**src/rtl/fpd_pkg.sv**
```systemverilog
package fpd_pkg;
  localparam int STATE_W   = 3;
  localparam int GROUP_LEN = 4;

  // Codes follow the history the group has shown so far.
  typedef enum logic [STATE_W-1:0] {
    ST_START     = 3'd0,
    ST_ONE_ZERO  = 3'd1,
    ST_ONE_ONE   = 3'd2,
    ST_PAIR_LIVE = 3'd3,
    ST_PAIR_DEAD = 3'd4,
    ST_TRIO_HIT  = 3'd5,
    ST_TRIO_DEAD = 3'd6
  } fpd_state_t;
endpackage

```
**src/rtl/fpd_next_state.sv**
```systemverilog
module fpd_next_state
  import fpd_pkg::*;
(
  input  fpd_state_t cur,
  input  logic       bit_in,
  output fpd_state_t nxt
);
  always_comb begin
    case (cur)
      ST_START:     nxt = bit_in ? ST_ONE_ONE   : ST_ONE_ZERO;
      ST_ONE_ZERO:  nxt = bit_in ? ST_PAIR_LIVE : ST_PAIR_DEAD;
      ST_ONE_ONE:   nxt = bit_in ? ST_PAIR_DEAD : ST_PAIR_LIVE;
      ST_PAIR_LIVE: nxt = bit_in ? ST_TRIO_HIT  : ST_TRIO_DEAD;
      ST_PAIR_DEAD: nxt = ST_TRIO_DEAD;
      default:      nxt = ST_START;
    endcase
  end
endmodule

```
**src/rtl/fpd_out_decode.sv**
```systemverilog
module fpd_out_decode
  import fpd_pkg::*;
(
  input  fpd_state_t cur,
  input  logic       rst,
  input  logic       in_valid,
  input  logic       bit_in,
  output logic       detect
);
  logic last_bit_ok;

  always_comb begin
    case (cur)
      ST_TRIO_HIT: last_bit_ok = ~bit_in;
      default:     last_bit_ok = 1'b0;
    endcase
  end

  assign detect = last_bit_ok & in_valid & ~rst;
endmodule

```
**src/rtl/fpd_state_reg.sv**
```systemverilog
module fpd_state_reg
  import fpd_pkg::*;
(
  input  logic       clk,
  input  logic       rst,
  input  logic       en,
  input  fpd_state_t d,
  output fpd_state_t q
);
  logic rst_seen;

  always_ff @(posedge clk) begin
    rst_seen <= rst;
    if (rst) begin
      q <= ST_START;
    end else if (en) begin
      q <= d;
    end
  end

  always_ff @(posedge clk) begin
    if (rst_seen === 1'b1) begin
      AST_RESET_START: assert (q == ST_START) else $error("reset left state %0d", q);
    end
  end

  AST_HOLD_WHEN_IDLE: assert property (@(posedge clk) disable iff (rst)
    !en |=> $stable(q)) else $error("state moved without valid");
endmodule

```
**src/rtl/framed_pattern_detector.sv**
```systemverilog
module framed_pattern_detector
  import fpd_pkg::*;
(
  input  logic               clk,
  input  logic               rst,
  input  logic               in_valid,
  input  logic               in_bit,
  output logic               detect,
  output logic [STATE_W-1:0] dbg_state
);
  fpd_state_t state_q;
  fpd_state_t state_d;

  fpd_next_state u_next (
    .cur    (state_q),
    .bit_in (in_bit),
    .nxt    (state_d)
  );

  fpd_out_decode u_out (
    .cur      (state_q),
    .rst      (rst),
    .in_valid (in_valid),
    .bit_in   (in_bit),
    .detect   (detect)
  );

  fpd_state_reg u_reg (
    .clk (clk),
    .rst (rst),
    .en  (in_valid),
    .d   (state_d),
    .q   (state_q)
  );

  assign dbg_state = state_q;

  AST_DETECT_ENDS_GROUP: assert property (@(posedge clk) disable iff (rst)
    detect |=> (dbg_state == 3'd0)) else $error("no return to start after match");

  AST_NO_BACK_TO_BACK: assert property (@(posedge clk) disable iff (rst)
    detect |=> !detect) else $error("detect held two cycles");

  AST_HIT_ORIGIN: assert property (@(posedge clk) disable iff (rst)
    (state_q == ST_TRIO_HIT) |->
      ($past(state_q) == ST_PAIR_LIVE || $past(state_q) == ST_TRIO_HIT))
    else $error("hit state reached from wrong history");

  AST_LEGAL_CODE: assert property (@(posedge clk) disable iff (rst)
    dbg_state <= 3'd6) else $error("unused state code %0d", dbg_state);
endmodule

```
**config.mk**
```make
export PLATFORM = sky130hd
export DESIGN_NAME = framed_pattern_detector
export DESIGN_NICKNAME = d
export VERILOG_FILES = /design/src/rtl/fpd_pkg.sv /design/src/rtl/fpd_next_state.sv /design/src/rtl/fpd_out_decode.sv /design/src/rtl/fpd_state_reg.sv /design/src/rtl/framed_pattern_detector.sv
export SDC_FILE = /design/constraint.sdc
export NUM_CORES = 1
export LEC_CHECK = 0
export ABC_AREA = 1
export BUFFER_PORTS_ARGS = -buffer_cell sky130_fd_sc_hd__buf_2
export CAP_MARGIN = 40
export CORE_AREA = 2 2 39 41
export CTS_BUF_LIST = sky130_fd_sc_hd__clkbuf_4
export DETAILED_ROUTE_END_ITERATION = 10
export DIE_AREA = 0 0 41 43
export MAX_ROUTING_LAYER = met4
export PLACE_DENSITY = 0.3
export REMOVE_ABC_BUFFERS = 1
export SYNTH_ARGS = -nofsm -noshare
export SYNTH_HDL_FRONTEND = slang
export SYNTH_SLANG_ARGS = --single-unit
export TNS_END_PERCENT = 30
```
**constraint.sdc**
```tcl
create_clock -name clk -period 2 [get_ports clk]
set_input_delay 0.2 -clock clk [delete_from_list [all_inputs] [get_ports clk]]
set_output_delay 0.2 -clock clk [all_outputs]
set_load 0.01 [all_outputs]
```
# After elaboration in Yosys (flattened, before gate mapping)
# Index checks and enable logic that the tools add are counted.
[classes]
n_eq_ne = 5
mux = 6
bitwise_logic = 4
reduce_logical = 1
[ops]
columns = ["op", "count"]
rows = [
  ["3-bit case mux with 5 select lines", 1],
  ["3-bit by 2-bit == test with 1-bit output, second input constant", 2],
  ["3-bit == test, second input constant", 2],
  ["3-bit two-way mux", 2],
  ["2-bit two-way mux", 2],
  ["3-bit by 1-bit == test with 1-bit output, second input constant", 1],
  ["3-bit logical NOT", 1],
  ["1-bit AND", 2],
  ["1-bit inverter", 2],
  ["1-bit two-way mux", 1],
]
[word_totals]
regBits = 3
wordCells = 17

# Depth between registers and ports, before layout
# Gate-level depths: netlist of the first run.
[logic_depth]
depth_word = 4
depth_mapped = 6

# Modules after synthesis
# Synthesis of the first run repeated with hierarchy kept, for this count alone.
[unflattened]
cells_unflattened = 43
area_unflattened_um2 = 217.7
[by_module_without_submodules]
columns = ["mod", "n_inst", "cells_per_inst", "area_per_inst_um2", "seq_area_each_um2"]
rows = [
  ["fpd_state_reg", 1, 19, 120.1, 60.1],
  ["fpd_next_state", 1, 17, 68.8, 0.0],
  ["fpd_out_decode", 1, 7, 28.8, 0.0],
]

# Least setup slack after synthesis of the first run
# No wires, ideal clock.
[synth_path]
path_type = "register -> output"
from = "reg u_reg.q[2]"
to = "out detect"
t_arrival_ns = 0.681
t_required_ns = 1.800
slack_ns = 1.119
stages_incl_launch_ff = 3
n_path_buf = 0
path_cell_list = "dfxtp_1 > nand4_1 > nor2_1"
[synth_between]
elab_chain_len = 4
[synth_rtl]
columns = ["item", "line", "source"]
rows = [
  ["start, declared", "fpd_state_reg.sv:8", "output fpd_state_t q"],
  ["start signal, assigned", "fpd_state_reg.sv:15", "q <= ST_START;"],
  ["start signal, assigned", "fpd_state_reg.sv:17", "q <= d;"],
  ["3-bit == test", "fpd_out_decode.sv:13", "case (cur)"],
  ["1-bit two-way mux", "fpd_out_decode.sv:13", ""],
  ["1-bit AND (2 in a row)", "fpd_out_decode.sv:19", "assign detect = last_bit_ok & in_valid & ~rst;"],
  ["end, declared", "framed_pattern_detector.sv:8", "output logic detect,"],
]
# No other way between the ends.

# Final worst setup path of the first run
[layout_path]
from = "reg u_reg.q[1]"
to = "out detect"
# The elaborated chain is that of the path after synthesis.

==> impl_results.md, run 1 <==
* Endpoints failing hold at 0
* Pin count of the biggest net entering global routing at 6
* DR WL/cell at 7.821 um
* R2R Path End: u_reg.q[2]$_SDFFE_PP0P_
* Worst skew pair latency at ~230 ps
* Register area share after synthesis at between 30% and 40%
* Die Height at 43 um
* Area growth syn-to-layout at 51.13%
* WP data arrival at approximately 940 ps
* Syn. warnings at 0
* Setup_tns at 0 ps
* Slew headroom at a little over 90%
* Critical Path RT at 1800 ps
* # clock sinks at 3
* Avg Cell Area, Syn at approximately 5.7 sq um
* Drt total wl at approximately 440 um
* Residual DRC count at 0
* Largest family of logic cells by synthesized area: simple AND/OR/NAND/NOR gates
* DP HPWL at 348.3 um
* Multiplexer share of the synthesized area at 0%
* Setup Fix Bufs, Post-CTS at 0
* Synth Cell Area at 166.4 sq um
* Core area at roughly 0.0014 sq mm
* I/O pins at 8
* Vias at 210
* Initial Util at about 12%
* Initial antenna violation count at 0
* Reg2reg path depth at 5
* R2R setup slack at about 1200 ps
* Maximum clock frequency at roughly 0.87 GHz
* #FFs+latches synth at 3
* Post-synthesis simple-gate area fraction at about two fifths
* Max-slew violation count at 0
* Commonest non-fill, non-tap cells in the layout: 9 x nand2_1, 7 x buf_2, 6 x nor2_1
* Die Span X at approximately 41 um
* Post-Synth Adder-Cell Area at 0%
* Grt ovf at 0
* TritonCTS buffer count at 3
* Antenna Nets Post-Route at 0
* Slew @ Worst Pin at 136.9 ps
* Global-route wire length before repair at about 660 um
* Tmin final at 1144 ps
* Gr usage total at under 10%
* Top reg by flops: u_reg.q
* Hold path start: rst
* XOR/XNOR share of the synthesized area at 0%
* First-pass DRT Iterations at 2
* Max reg flops at 3
* Max-Cap Viols at 0
* Vias in the first global route at approximately 180
* Share of cells above drive strength 1 at a little under a third
* Clock buffer depth at 2
* Status: completed
* # diodes at 0
* Worst hold path class: primary input to flop
* Die area at ~0.0018 sq mm
* Post-synthesis compound-gate area fraction at between 10 and 15%
* Finished Layout Cells at between 50 and 60
* Initial DRC count at 3
* Design Power at 0.0002204 W
* Fill cell count at between 150 and 200
* Peak supply drop at ~0.00021 V
* Port Buffers at 7
* Layout Nets at 45
* CTS tree: built
* Post-CTS sizing at 0
* RSZ-0062 raised after global routing: no
* Yosys cell types at 9
* Period utilisation layout at 57.21%
* Crit path launch: u_reg.q[1]$_SDFFE_PP0P_
* Worst-path fanout max at 5
* Drt via density at around 3.8
* Crit. End Element: output pin
* Crit Path Class: flop to output pin
* Critical Path Sink: detect
* Critical R2R Launch: u_reg.q[1]$_SDFFE_PP0P_
* Lkg Pwr at ~0.13 nW
* PD cells at 876.2 mW/mm^2
* Cells after DPL at 52
* Clock skew at roughly 0.047 ps
* Clk slew on worst S/H paths at roughly 40 ps
* Root Driver: clkbuf_4
* FF/Latch Area at between 60 and 70 sq um
* Most common cell after layout, fill and taps aside: nand2_1
* FP Rows at 14
* H-tree depth at 1
* Cts hold-fix bufs at 0
* # setup viols final at 0
* Final Wtd Congestion at roughly 0.57
* Multi-input gate area at ~88 sq um
* Cell count after synthesis at 29
* Largest regs: u_reg.q (3)
* Worst Setup Start Kind: flop
cells in the mapped netlist:
cell type / number / area, sq um
a21oi_1: 3 / 15.01
dfxtp_1: 3 / 60.06
inv_1: 4 / 15.01
inv_2: 1 / 3.750
nand2_1: 9 / 33.78
nand3_1: 1 / 5.000
nand4_1: 1 / 6.260
nor2_1: 6 / 22.52
o21ai_0: 1 / 5.000
cell type report:
cell class                      instances  area share (%)
Tap cell                               16           7.960
Timing Repair Buffer                    7           13.93
Sequential cell                         3           23.88
Multi-Input combinational cell         21           34.83
Inverter                                5           7.463
Clock buffer                            4           11.94
worst min path at each step:
stage	slack [ps]	end	cells past startpoint
finish	160	u_reg.q[1]$_SDFFE_PP0P_	2
global route	170	u_reg.q[2]$_SDFFE_PP0P_	2
floorplan	270	u_reg.q[1]$_SDFFE_PP0P_	1
detailed placement	400	u_reg.q[1]$_SDFFE_PP0P_	2
global placement	400	u_reg.q[1]$_SDFFE_PP0P_	2
CTS	150	u_reg.q[1]$_SDFFE_PP0P_	2
per-stage QoR:
stage	instance area, sq um	hold WS (ps)	utilization (%)	setup slack (ps)
after detailed placement	221.5	397.1	16.00	1093
after global routing	251.5	165.1	18.17	789.4
final	251.5	156.8	18.17	855.8
after CTS	251.5	148.9	18.17	839.3
after floorplan	166.4	269.1	-	1119
after global placement	221.5	397.0	16.00	1114
worst max-delay path, stage by stage (launching register included):
cell,delay (ps)
dfxtp_1,330
inv_1,80
nand4_1,70
nor2_1,90
buf_2,130
per-layer routing:
layer / global-route usage (%) / part of all wire, % / vias to the layer above
li1: - / - / 110
met1: 7.006 / 46 / 89
met2: 6.563 / 39 / 9
met3: 3.141 / 13 / 2
met4: 8.000 / 1.8 / 0
met5: - / 0 / -
cell families after synthesis:
logic type	count (synthesis)
AO/OA/AOI/OAI	4
buffers and inverters	5
AND/OR/NAND/NOR	17
flip-flops	3
report_power, final:
group / internal (W) / switching [W] / leakage, nW
combinational: 0.0000123 / 0.0000179 / 0.0908
sequential: 0.0000647 / 0.00000454 / 0.0247
clock: 0.0000884 / 0.0000326 / 0.0184
Power figures use the tool's default switching activity.
==> run 2: changes to the inputs <==
--- a/config.mk
+++ b/config.mk
@@ -13,7 +13,7 @@
 export DETAILED_ROUTE_END_ITERATION = 10
 export DIE_AREA = 0 0 41 43
 export MAX_ROUTING_LAYER = met4
-export PLACE_DENSITY = 0.3
+export PLACE_DENSITY = 0.31
 export REMOVE_ABC_BUFFERS = 1
 export SYNTH_ARGS = -nofsm -noshare
 export SYNTH_HDL_FRONTEND = slang
==> constraint.sdc (replaced) <==
create_clock -name clk -period 1 [get_ports clk]
set_input_delay 0.1 -clock clk [delete_from_list [all_inputs] [get_ports clk]]
set_output_delay 0.1 -clock clk [all_outputs]
set_load 0.01 [all_outputs]
==> impl_results.md, run 2 (synthesis results as in run 1) <==
* Status: completed
* DP HPWL at 337.8 um (-3.0%)
* Drt via density at 3.759 (+0.23%)
* Clock share of power at 52.3% (-2.6 points)
* Comb pwr share at 16.9% (+3.2 points)
* Cell depth of the worst setup path at 4 (unchanged)
* Vias in the first global route at 196 (+12%)
* Final Wtd Congestion at 0.6306 (+10%)
* Slowest stage delay, CP at 320 ps (about the same)
* # diodes at 0 (unchanged)
* Hold Crit Endpoint: u_reg.q[2]$_SDFFE_PP0P_
* Crit Path Class: flop to output pin
* Lkg Pwr at 0.1535 nW (+15%)
* Slew headroom at 90.20% (-0.58 points)
* Die Span X at 41 um (unchanged)
* FP Rows at 14 (unchanged)
* Hold path start: rst
* Die Height at 43 um (unchanged)
* First-pass DRT Iterations at 4 (+2)
* Cts hold-fix bufs at 0 (unchanged)
* R2R Path End: u_reg.q[2]$_SDFFE_PP0P_
* Global-route wire length before repair at 765 um (+16%)
* Commonest non-fill, non-tap cells in the layout: 8 x nand2_1, 7 x buf_2, 6 x nor2_1
* Cells after DPL at 52 (unchanged)
* Worst hold path class: primary input to flop
* Core area at 0.001384 sq mm (unchanged)
* Internal Power at 0.0003401 W (+110%)
* WP buf/inv at 2 (unchanged)
* Max-slew violation count at 0 (unchanged)
* Crit. End Element: output pin
* Vias at 218 (+3.8%)
* Initial antenna violation count at 0 (unchanged)
* Reg2reg path depth at 6 (+1)
* Critical R2R Launch: u_reg.q[1]$_SDFFE_PP0P_
* R2R setup slack at 50 ps (-1100 ps)
* Crit-path cells: inv_2 > nand4_1 > nor2_1 > buf_2
* Most common cell after layout, fill and taps aside: nand2_1
* Largest regs: u_reg.q (3)
* Hold depth at 2 (unchanged)
* CP max stage cell: dfxtp_2
* H-tree depth at 1 (unchanged)
* Layout Nets at 47 (+4.4%)
* Flop pwr share at 30.8% (-0.6 points)
* Setup_tns at 0 ps (unchanged)
* Port Buffers at 7 (unchanged)
* Post-DP Area at 221.5 sq um (unchanged)
* I/O pins at 8 (unchanged)
* Die area at 0.001763 sq mm (unchanged)
* # clock sinks at 3 (unchanged)
* Max reg flops at 3 (unchanged)
* Final core area utilization at 20.52% (+2.4 points)
* Drt total wl at 489 um (+12%)
* Endpoints failing hold at 0 (unchanged)
* RSZ-0062 raised after global routing: yes
* # setup viols final at 0 (unchanged)
* Residual DRC count at 0 (unchanged)
* Peak supply drop at 0.0005381 V (+160%)
* DR WL/cell at 8.431 um (+7.8%)
* Initial DRC count at 9 (+6)
* Max-Cap Viols at 0 (unchanged)
* Antenna Nets Post-Route at 0 (unchanged)
* Gr usage total at 6.776% (+0.52 points)
* P_sw at 0.0001125 W (+100%)
* Clk slew on worst S/H paths at 40 ps (about the same)
* Grt ovf at 0 (unchanged)
* PD cells at 1594 mW/mm^2 (+82%)
* CTS tree: built
* Root Driver: clkbuf_4
* Sw Ratio at 24.85% (-0.13 points)
* Worst Setup Start Kind: flop
* Critical Path RT at 900 ps (-900 ps)
* Maximum clock frequency at 1.028 GHz
* Tmin final at roughly 970 ps
* Clock skew at 0.1584 ps (+0.1118 ps)
* Period utilisation layout at between 90% and 100%
* Finished Layout Cells at 58 (+3.6%)
* Area growth syn-to-layout at 70.68%
* Clock buffer depth at 2 (unchanged)
* TritonCTS buffer count at 3 (unchanged)
* Top reg by flops: u_reg.q
* Slew @ Worst Pin at 145.4 ps (+8.564 ps)
* Worst-path fanout max at 2 (-3)
* WP data arrival at 870 ps (-70 ps)
* Pin count of the biggest net entering global routing at 6 (unchanged)
* Post-route cell area at 284.0 sq um (+13%)
* Share of cells above drive strength 1 at 47.62% (+18 points)
* Worst skew pair latency at 230 ps (about the same)
* Initial Util at 12.03% (unchanged)
* Crit-path leading delay family: flip-flops
==> run 2: power groups by stage <==
| stage | clock network, W | logic (W) | registers [W] |
|---|---|---|---|
| after detailed placement | 0 | 0.0000602 | 0.000141 |
| after global placement | 0 | 0.0000619 | 0.000142 |
| after floorplan | 0 | 0.0000330 | 0.000143 |
| final | 0.000237 | 0.0000765 | 0.000139 |
| after CTS | 0.000253 | 0.0000690 | 0.000140 |
| after global routing | 0.000260 | 0.0000861 | 0.000141 |
==> run 2: layout make-up <==
type	count	area [sq um]
flip-flops and latches	3	66.31
well taps	16	20.02
multi-input cells	21	98.84
fillers	168	1100
repair buffers	9	50.05
inverters	5	18.77
clock buffers	4	30.03
==> run 2: through the flow <==
stage	setup WS (ps)	hold WS, ps	total power, W
6_report	27.11	61.73	0.0004526
5_1_grt	-40.07	57.20	0.0004864
4_1_cts	1.006	47.06	0.0004621
3_5_place_dp	151.7	303.8	0.0002016
3_3_place_gp	145.9	300.3	0.0002037
2_1_floorplan	180.8	169.1	0.0001765
==> run 2: timing repair <==
action / in CTS / in global routing
resized for setup: 5 / 3
gates cloned: 0 / 0
pin swaps: 0 / 0
setup endpoints to repair: 1 / 2
buffers inserted: 1 / 1
==> run 2: how the worst max path moves through the flow <==
stage                                        from                      end  slack (ps)
after CTS                 u_reg.q[2]$_SDFFE_PP0P_                   detect           1
after floorplan           u_reg.q[1]$_SDFFE_PP0P_  u_reg.q[1]$_SDFFE_PP0P_         180
after global routing      u_reg.q[1]$_SDFFE_PP0P_                   detect         -40
after detailed placement  u_reg.q[0]$_SDFFE_PP0P_  u_reg.q[2]$_SDFFE_PP0P_         150
after global placement    u_reg.q[0]$_SDFFE_PP0P_  u_reg.q[2]$_SDFFE_PP0P_         150
final                     u_reg.q[1]$_SDFFE_PP0P_                   detect          30
==> run 2: metal layers <==
| layer | vias up | wire [um] | global-route usage [%] | part of all wire [%] |
|---|---|---|---|---|
| met3 | 0 | 51 | 1.571 | 10 |
| met4 | 0 | 0 | 6.000 | 0 |
| met1 | 95 | 249 | 10.54 | 51 |
| met2 | 8 | 188 | 6.563 | 38 |
| met5 | - | 0 | - | 0 |
| li1 | 115 | - | - | - |
==> run 3: changes to the inputs <==
--- a/config.mk
+++ b/config.mk
@@ -5,7 +5,7 @@
 export SDC_FILE = /design/constraint.sdc
 export NUM_CORES = 1
 export LEC_CHECK = 0
-export ABC_AREA = 1
+export ABC_AREA = 0
 export BUFFER_PORTS_ARGS = -buffer_cell sky130_fd_sc_hd__buf_2
 export CAP_MARGIN = 40
 export CORE_AREA = 2 2 39 41
@@ -13,7 +13,7 @@
 export DETAILED_ROUTE_END_ITERATION = 10
 export DIE_AREA = 0 0 41 43
 export MAX_ROUTING_LAYER = met4
-export PLACE_DENSITY = 0.31
+export PLACE_DENSITY = 0.3
 export REMOVE_ABC_BUFFERS = 1
 export SYNTH_ARGS = -nofsm -noshare
 export SYNTH_HDL_FRONTEND = slang
==> impl_results.md, run 3 <==
* Peak supply drop at 0.0003457 V (-36%)
* Crit path launch: u_reg.q[2]$_SDFFE_PP0P_
* Primary FF master, synth: dfxtp_1
* GR Util met2 at 10.31% (+3.7 points)
* R2R setup slack at -40 ps (-90 ps)
* Yosys top cell area share at 37.21% (+1.1 points)
* Reg2reg path depth at 2 (-4)
* PD cells at 1480 mW/mm^2 (-7.2%)
* #FFs+latches synth at 3 (unchanged)
* # clock sinks at 3 (unchanged)
* Critical R2R Launch: u_reg.q[0]$_SDFFE_PP0P_
* Drt total wl at 488 um (-0.20%)
* Area growth syn-to-layout at 97.67%
* # diodes at 0 (unchanged)
* Port Buffers at 7 (unchanged)
* Yosys cell types at 11 (+2)
* Commonest cells post-synth: 4 x o21ai_0, 3 x a21oi_1, 3 x dfxtp_1, 3 x nor2b_1, 2 x nand2_1
* Clk slew on worst S/H paths at 40 ps (about the same)
* Die Span X at 41 um (unchanged)
* First-pass DRT Iterations at 4 (unchanged)
* Slew headroom at 83.68% (-6.5 points)
* H-tree depth at 1 (unchanged)
* CTS tree: built
* Slew @ Worst Pin at 242.2 ps (+96.78 ps)
* Pin count of the biggest net entering global routing at 6 (unchanged)
* Initial antenna violation count at 0 (unchanged)
* Antenna Nets Post-Route at 0 (unchanged)
* Residual DRC count at 0 (unchanged)
* DR WL/cell at 9.208 um (+9.2%)
* Hold Slack at 72.46 ps (+10.72 ps)
* Lkg Pwr at 0.1457 nW (-5.0%)
* Cts hold-fix bufs at 0 (unchanged)
* Critical Path RT at 900 ps (about the same)
* Commonest non-fill, non-tap cells in the layout: 6 x buf_6, 5 x buf_2, 4 x clkbuf_4
* Worst hold path class: primary input to flop
* Avg Cell Area, Syn at 7.686 sq um (+34%)
* Root Driver: clkbuf_4
* WP data arrival at 970 ps (+100 ps)
* Core area at 0.001384 sq mm (unchanged)
* Grt ovf at 0 (unchanged)
* EDFF count, synth at 0 (unchanged)
* Maximum clock frequency at 0.9338 GHz (-9.2%)
* Synth area leaders: dfxtp_1 37%, o21ai_0 12%, nor2b_1 12%
* Die Height at 43 um (unchanged)
* Setup WS post-layout at -70.91 ps (-98.01 ps)
* Max-slew violation count at 0 (unchanged)
* RSZ-0062 raised after global routing: yes
* Global-route wire length before repair at 828 um (+8.2%)
* Synth area leader: dfxtp_1
* Met3 usage at 4.712% (+3.1 points)
* R2R Path End: u_reg.q[0]$_SDFFE_PP0P_
* Max-Cap Viols at 0 (unchanged)
* Pre-CTS setup slack at -15.61 ps (-167.3 ps)
* Share of cells above drive strength 1 at 54.05% (+6.4 points)
* Worst-path fanout max at 4 (+2)
* Worst skew pair latency at 230 ps (about the same)
* Design Power at 0.0004721 W (+4.3%)
* Gr usage total at 7.605% (+0.83 points)
* Clock buffer depth at 2 (unchanged)
* Most common cell after layout, fill and taps aside: buf_6
* Final Wtd Congestion at 0.6462 (+2.5%)
* Endpoints failing hold at 0 (unchanged)
* I/O pins at 8 (unchanged)
* Syn. warnings at 0 (unchanged)
* Period utilisation layout at 107.1% (+9.8 points)
* Cell count after synthesis at 21 (-28%)
* Die area at 0.001763 sq mm (unchanged)
* Clock skew at 4.258 ps (+4.100 ps)
* Drt via density at 3.849 (+2.4%)
* GR peak layer: met2
* FFs w/ async S/R, synth at 0% (unchanged)
* Register area share after synthesis at 37.21% (+1.1 points)
* Top-count cell post-synth: o21ai_0
* Crit. End Element: output pin
* Tmin final at 1071 ps (+98.01 ps)
* Critical Path Sink: detect
* Crit Path Class: flop to output pin
* Initial Util at 11.66% (-0.36 points)
* Worst Setup Start Kind: flop
* Layout Nets at 42 (-11%)
* TritonCTS buffer count at 3 (unchanged)
* Vias in the first global route at 207 (+5.6%)
* Vias at 204 (-6.4%)
* Met1 usage at 7.372% (-3.2 points)
* Initial DRC count at 4 (-5)
* Violated checks: negative setup slack
* FP Rows at 14 (unchanged)
* # setup viols final at 3 (+3)
* Max reg flops at 3 (unchanged)
* Synth Cell Area at 161.4 sq um (-3.0%)
* Top reg by flops: u_reg.q
* Largest regs: u_reg.q (3)
* Fill cell count at 165 (-1.8%)
* Status: finished, violations left
## run 3: cell count changes in the layout (fill, tap and decap cells not counted), moves of 2 or more
| cell | change |
|---|---|
| nand2_1 | -6 |
| o21ai_0 | +2 |
| buf_2 | -2 |
| buf_6 | +6 |
| inv_2 | -2 |
| nor2_1 | -5 |
| nor2b_1 | +3 |
| inv_1 | -2 |
## run 3: worst max-delay path, cell delays in order, from the launching register on
cell and delay [ps]:
dfxtp_2 350, buf_6 110, and4_1 160, buf_2 120
## run 3: worst min-delay path by stage
stage	start	end	slack, ps	depth (start not counted)
global placement	rst	u_reg.q[0]$_SDFFE_PP0P_	320	2
CTS	rst	u_reg.q[0]$_SDFFE_PP0P_	60	2
floorplan	rst	u_reg.q[0]$_SDFFE_PP0P_	170	1
detailed placement	rst	u_reg.q[0]$_SDFFE_PP0P_	320	2
finish	rst	u_reg.q[0]$_SDFFE_PP0P_	70	2
global route	rst	u_reg.q[0]$_SDFFE_PP0P_	80	2
## run 3: per-stage QoR
step / utilization, % / TNS, ps / cells / area (sq um)
global placement: 16.73 / -4.203 / 46 / 231.5
CTS: 22.24 / -151.0 / 53 / 307.8
floorplan: - / -47.29 / 21 / 161.4
detailed placement: 16.73 / -15.61 / 46 / 231.5
global route: 23.06 / -359.0 / 53 / 319.1
finish: 23.06 / -123.2 / 53 / 319.1
## run 3: report_power, final
part	leakage [nW]	internal [W]	total, W	switching, W
Sequential	0.0258	0.000131	0.000138	0.00000786
Combinational	0.102	0.0000520	0.0000906	0.0000386
Clock	0.0184	0.000177	0.000243	0.0000662
## run 3: final cells by class
type	count	area [sq um]	share of cell area [%]
sequential	3	63.81	20.00
clock buffer	4	30.03	9.412
tap	16	20.02	6.275
inverter	1	3.754	1.176
timing repair buffer	12	100.1	31.37
multi-input combinational	17	101.3	31.76
## run 3: timing repair
action                     CTS  global route
resized for setup            8             3
setup endpoints to repair    2             6
cloned                       0             0
buffers inserted             3             0
pin swaps                    2             1
## run 3: kinds of logic (layout without fill, tap and decap cells)
kind of cell	after synthesis	in the layout	synth area share [%]
muxes	1	1	6.202
DFF	3	3	37.21
and+or+nand+nor	9	9	32.56
AOI/OAI and AO/OA	7	7	21.70
buffers and inverters	1	17	2.323
## run 3: layer usage
metal  vias to the layer above  share of wire, %
li1                        107                 -
met1                        90                44
met2                         7                47
met3                         0               8.8
met4                         0                 0
met5                         -                 0
